--- config.mk ---
export PLATFORM = sky130hd
export DESIGN_NAME = rd_tracker
export DESIGN_NICKNAME = d
export VERILOG_FILES = /design/src/rtl/rd_pkg.sv /design/src/rtl/rd_rst_sync.sv /design/src/rtl/rd_subblock_eval.sv /design/src/rtl/rd_tracker.sv
export SDC_FILE = /design/constraint.sdc
export NUM_CORES = 1
export LEC_CHECK = 0
export CAP_MARGIN = 25
export CORE_AREA = 5 5 42 44
export CTS_BUF_LIST = sky130_fd_sc_hd__clkbuf_4 sky130_fd_sc_hd__clkbuf_8 sky130_fd_sc_hd__clkbuf_16
export DETAILED_ROUTE_END_ITERATION = 8
export DIE_AREA = 0 0 47 49
export DONT_BUFFER_PORTS = 1
export GPL_TIMING_DRIVEN = 0
export PLACE_DENSITY_LB_ADDON = 0.12
export SYNTH_ARGS = -nofsm -noshare
export SYNTH_HDL_FRONTEND = slang
export SYNTH_SLANG_ARGS = --single-unit
--- constraint.sdc ---
create_clock -name clk -period 0.8 [get_ports clk]
set_input_delay 0.08 -clock clk [delete_from_list [all_inputs] [get_ports clk]]
set_output_delay 0.08 -clock clk [all_outputs]
set_load 0.01 [all_outputs]
--- src/rtl/rd_pkg.sv ---
package rd_pkg;
  typedef enum logic {
    RD_NEG = 1'b0,
    RD_POS = 1'b1
  } rd_e;
endpackage

--- src/rtl/rd_rst_sync.sv ---
module rd_rst_sync (
  input  logic clk,
  input  logic arst_n,
  output logic srst_n
);
  logic stage_q;
  logic out_q;

  always_ff @(posedge clk or negedge arst_n) begin
    if (!arst_n) begin
      stage_q <= 1'b0;
      out_q   <= 1'b0;
    end else begin
      stage_q <= 1'b1;
      out_q   <= stage_q;
    end
  end

  assign srst_n = out_q;
endmodule

--- src/rtl/rd_subblock_eval.sv ---
module rd_subblock_eval
  import rd_pkg::*;
#(
  parameter int W = 6
) (
  input  logic [W-1:0] bits,
  input  rd_e          rd_in,
  output rd_e          rd_out,
  output logic         sign_err,
  output logic         code_err
);
  localparam int CW = $clog2(W + 1);
  localparam int HALF = W / 2;
  localparam logic [CW-1:0] MID_C   = CW'(HALF);
  localparam logic [CW-1:0] HEAVY_C = CW'(HALF + 1);
  localparam logic [CW-1:0] LIGHT_C = CW'(HALF - 1);
  localparam logic [W-1:0]  POS_PAT = W'((1 << HALF) - 1);
  localparam logic [W-1:0]  NEG_PAT = ~POS_PAT;

  logic [CW-1:0] ones;
  logic          heavy;
  logic          light;
  logic          level;

  always_comb begin
    ones = '0;
    for (int i = 0; i < W; i++) begin
      ones = ones + CW'(bits[i]);
    end
  end

  assign heavy = (ones == HEAVY_C);
  assign light = (ones == LIGHT_C);
  assign level = (ones == MID_C);

  always_comb begin
    if (ones > MID_C)           rd_out = RD_POS;
    else if (ones < MID_C)      rd_out = RD_NEG;
    else if (bits == POS_PAT)   rd_out = RD_POS;
    else if (bits == NEG_PAT)   rd_out = RD_NEG;
    else                        rd_out = rd_in;
  end

  assign sign_err = (heavy && rd_in == RD_POS) || (light && rd_in == RD_NEG);
  assign code_err = !(heavy || light || level);
endmodule

--- src/rtl/rd_tracker.sv ---
module rd_tracker
  import rd_pkg::*;
#(
  parameter int SIX_W  = 6,
  parameter int FOUR_W = 4
) (
  input  logic                      clk,
  input  logic                      rst_n,
  input  logic                      sym_valid,
  input  logic [SIX_W+FOUR_W-1:0]   sym_in,
  output logic                      rd_cur,
  output logic                      rd_mid,
  output logic                      disp_err
);
  localparam int SYM_W = SIX_W + FOUR_W;
  localparam logic [FOUR_W-1:0] FOUR_POS = FOUR_W'((1 << (FOUR_W / 2)) - 1);
  localparam logic [SYM_W-1:0]  COMMA_A  = {SIX_W'((1 << (SIX_W - 2)) - 1), FOUR_W'(4'b1010)};

  logic rst_i_n;
  rd_e  rd_q, rd_d;
  rd_e  mid_q, mid_d;
  logic err_q, err_d;
  rd_e  six_rd, four_rd;
  logic six_sign, six_code, four_sign, four_code;

  rd_rst_sync u_rst (
    .clk    (clk),
    .arst_n (rst_n),
    .srst_n (rst_i_n)
  );

  rd_subblock_eval #(.W(SIX_W)) u_six (
    .bits     (sym_in[SYM_W-1:FOUR_W]),
    .rd_in    (rd_q),
    .rd_out   (six_rd),
    .sign_err (six_sign),
    .code_err (six_code)
  );

  rd_subblock_eval #(.W(FOUR_W)) u_four (
    .bits     (sym_in[FOUR_W-1:0]),
    .rd_in    (six_rd),
    .rd_out   (four_rd),
    .sign_err (four_sign),
    .code_err (four_code)
  );

  always_comb begin
    rd_d  = four_rd;
    mid_d = six_rd;
    err_d = six_sign | six_code | four_sign | four_code;
  end

  always_ff @(posedge clk or negedge rst_i_n) begin
    if (!rst_i_n) begin
      rd_q  <= RD_NEG;
      mid_q <= RD_NEG;
      err_q <= 1'b0;
    end else if (sym_valid) begin
      rd_q  <= rd_d;
      mid_q <= mid_d;
      err_q <= err_d;
    end
  end

  assign rd_cur   = rd_q;
  assign rd_mid   = mid_q;
  assign disp_err = err_q;

  assert_hold_idle_R9: assert property (@(posedge clk) disable iff (!rst_i_n)
    !sym_valid |=> ($stable(rd_cur) && $stable(rd_mid) && $stable(disp_err)));

  assert_comma_clean_R10: assert property (@(posedge clk) disable iff (!rst_i_n)
    (sym_valid && sym_in == COMMA_A && rd_cur == 1'b0) |=> (!disp_err && rd_cur));

  assert_wide_imbalance_R8: assert property (@(posedge clk) disable iff (!rst_i_n)
    (sym_valid && ($countones(sym_in[SYM_W-1:FOUR_W]) > SIX_W / 2 + 1)) |=> disp_err);

  assert_four_force_pos_R5: assert property (@(posedge clk) disable iff (!rst_i_n)
    (sym_valid && sym_in[FOUR_W-1:0] == FOUR_POS) |=> rd_cur);
endmodule

==> results.txt <==
Vias/cell: 4.95
Largest net degree at the start of global routing: 7
Setup CP Type: input pin to register
Avg Cell Area, Syn: 9.90 sq um
Detailed-routed wire length on met2: 503 um
Clock network power share: 26.1%
Leak pwr: 0.324 nW
Remaining antenna violation count after routing: 0
Number of enable flip-flop cells after synthesis: 0
CTS tree: done
RSZ-0062 raised after global routing: true
Gr usage total: 10.2%
PD cells: 1790 nW/um^2
FP Rows: 14
Initial antenna violation count: 0
Final setup fails: 4
Fin crit period: 2.24 ns
Period utilisation layout: 280%
Crit start category: input pin
Total of max-cap violations: 0
Most used DFF post-synth: dfrtp_1
Critical Path RT: 0.95 ns
Layout area overhead: 26.2%
GRT overflow: 0
Final #Nets: 87
Top post-synthesis cells by area: dfrtp_1, fa_1, ha_1, inv_1, o41ai_4
CTS Buffer Depth: 2
Final hold viol count: 0
Cell taking the most area after synthesis: dfrtp_1
Synthesized Nets: 78
Hold_ws: 0.0381 ns
Register area share after synthesis: 23.0%
Fin Setup TNS: -4.20 ns
DRC: 0
CTS Sinks: 5
Die Ht: 49 um
Final WL: 1000 um
RePlAce Congestion: 0.724
Status: complete, but fails checks
Worst Hold Class: register to async pin
Internal power: 0.000812 W
Clk_lat worst skew: 0.24 ns
Sw Ratio: 33.8%
Achievable Freq: 446 MHz
WL met1: 398 um
Vias: 391
Setup ws final: -1.44 ns
Clock Skew: 0.00208 ns
Number of global-route vias before repair: 430
Sequential group share of total power: 30.1%
CTS Buf Count: 3
Die X: 47 um
Ports: 16
Starting Density: 38.8%
Most frequent cell after synthesis: inv_1
YS warnings: 0
Diode count: 0
Share of cells above drive strength 1: 33.3%
CTS clk-pin slew, worst paths: 0.04 ns
Share of the synthesized area in the top cell type: 23.0%
Yosys reg bits: 5
Switching power: 0.000415 W
Pre-antenna DRT Iters: 4
Global-route wire length before repair: 1750 um
CTS H-tree lvls: 1
Comb pwr share: 43.8%
Failing checks: negative setup slack
Slew Viols, Final: 0
CTS root buf: clkbuf_4
DRT iter0 DRCs: 1
Max Used Layer: met3
Setup crit end kind: register
Synth cell types: 22
Critical Path AT: 2.40 ns
Die ar.: 2300 sq um
Post-synth top cells: inv_1, ha_1, dfrtp_1
Peak VDD IR: 1250 uV
Cell count after synthesis: 55
I/O Buffers: 0
FFs w/ async S/R, synth: 100%
Core area: 1400 sq um
DR WL/cell: 12.7 um
CP Max Fanout: 4
Filler Cells Inserted: 139
Met3 WL: 100 um
HPWL after DPL: 822 um
Cell Area, Synth: 544 sq um
-- power groups by stage --
| stage | registers, W | clock network [W] | logic (W) |
|---|---|---|---|
| 6_report | 0.000370 | 0.000320 | 0.000537 |
| 5_1_grt | 0.000380 | 0.000367 | 0.000591 |
| 4_1_cts | 0.000372 | 0.000335 | 0.000523 |
| 3_5_place_dp | 0.000374 | 0 | 0.000469 |
| 3_3_place_gp | 0.000374 | 0 | 0.000467 |
| 2_1_floorplan | 0.000357 | 0 | 0.000406 |
-- kinds of logic after synthesis --
group | synth area share, %
AOI/OAI and AO/OA | 18.4
and+or+nand+nor | 17.0
buffers and inverters | 10.3
DFF | 23.0
other | 0.689
adders and majority gates | 28.5
muxes | 2.07
-- timing repair --
item / in CTS / in global routing
gates resized for setup: 3 / 0
pin swaps: 5 / 0
hold buffers: 2 / 0
hold endpoints to repair: 4 / 0
buffers inserted: 1 / 1
setup endpoints to repair: 4 / 4
-- placed cells by master, fill, tap and decap left out --
cell	Yosys	layout
ha_1	6	5
ha_4	0	1
a21oi_2	1	1
and2b_1	1	1
inv_1	15	12
a211oi_2	2	2
nand3_1	3	3
or2_2	1	1
nand2b_1	2	2
fa_2	0	2
a41oi_1	1	1
inv_2	0	1
fa_1	4	2
nand4b_1	1	1
inv_6	0	1
conb_1	1	1
a41o_1	1	1
nor4bb_4	0	1
nand4bb_1	1	1
o21ai_2	0	1
buf_4	0	2
dfrtp_1	5	5
nor2_1	4	4
o41ai_4	1	1
a221oi_2	1	1
dlygate4sd3_1	0	2
mux2_4	0	1
clkbuf_4	0	4
inv_12	0	1
nor2b_1	1	1
-- critical path, stage by stage --
cell	delay (ns)
inv_12	0.01
ha_4	0.24
inv_2	0.03
fa_1	0.45
fa_2	0.35
fa_2	0.47
o41ai_4	0.35
buf_4	0.18
nor2_1	0.05
a211oi_2	0.18
-- per-stage QoR --
step	power, W	utilization [%]	std cells	instance area (sq um)	setup WS (ns)
3_5_place_dp	0.000844	43.6	71	611	-1.77
6_report	0.00123	49.0	79	687	-1.44
5_1_grt	0.00134	49.0	79	687	-1.51
3_3_place_gp	0.000841	43.6	71	611	-1.76
2_1_floorplan	0.000764	-	55	591	-1.63
4_1_cts	0.00123	48.5	78	679	-1.44
-- final cells by class --
class,instances,area [sq um],share of cell area (%)
Timing Repair Buffer,4,35.0,5.10
Sequential cell,5,125,18.2
Multi-Input combinational cell,35,403,58.7
Clock buffer,4,30.0,4.37
Tap cell,16,20.0,2.91
Inverter,15,73.8,10.7
-- path summary, 6_finish.rpt --
path | from | endpoint | slack, ns | cells after the start
setup / recovery | sym_in[5] | disp_err | -1.44 | 10
hold / removal | u_rst.srst_n | rd_cur | 0.04 | 0
setup reg to reg | rd_cur | rd_cur | -0.66 | 5
hold reg to reg | u_rst.srst_n | rd_cur | 0.04 | 0
max in group asynchronous | rst_n | u_rst.srst_n | 0.61 | 1
min in group clk | sym_valid | rd_cur | 0.05 | 2
-- layer usage --
layer,GRT usage (%),vias to the layer above
met1,13.0,184
met3,6.64,0
met2,14.3,12
met5,0,-
met4,2.76,0
li1,-,195
-- registers in the layout (all words and copies together), names as in the netlist --
name and cells:
rd_cur 1, u_rst.srst_n 1, rd_mid 1, disp_err 1
u_rst.stage_q 1
Note: power is estimated with default switching activity, not from simulation.
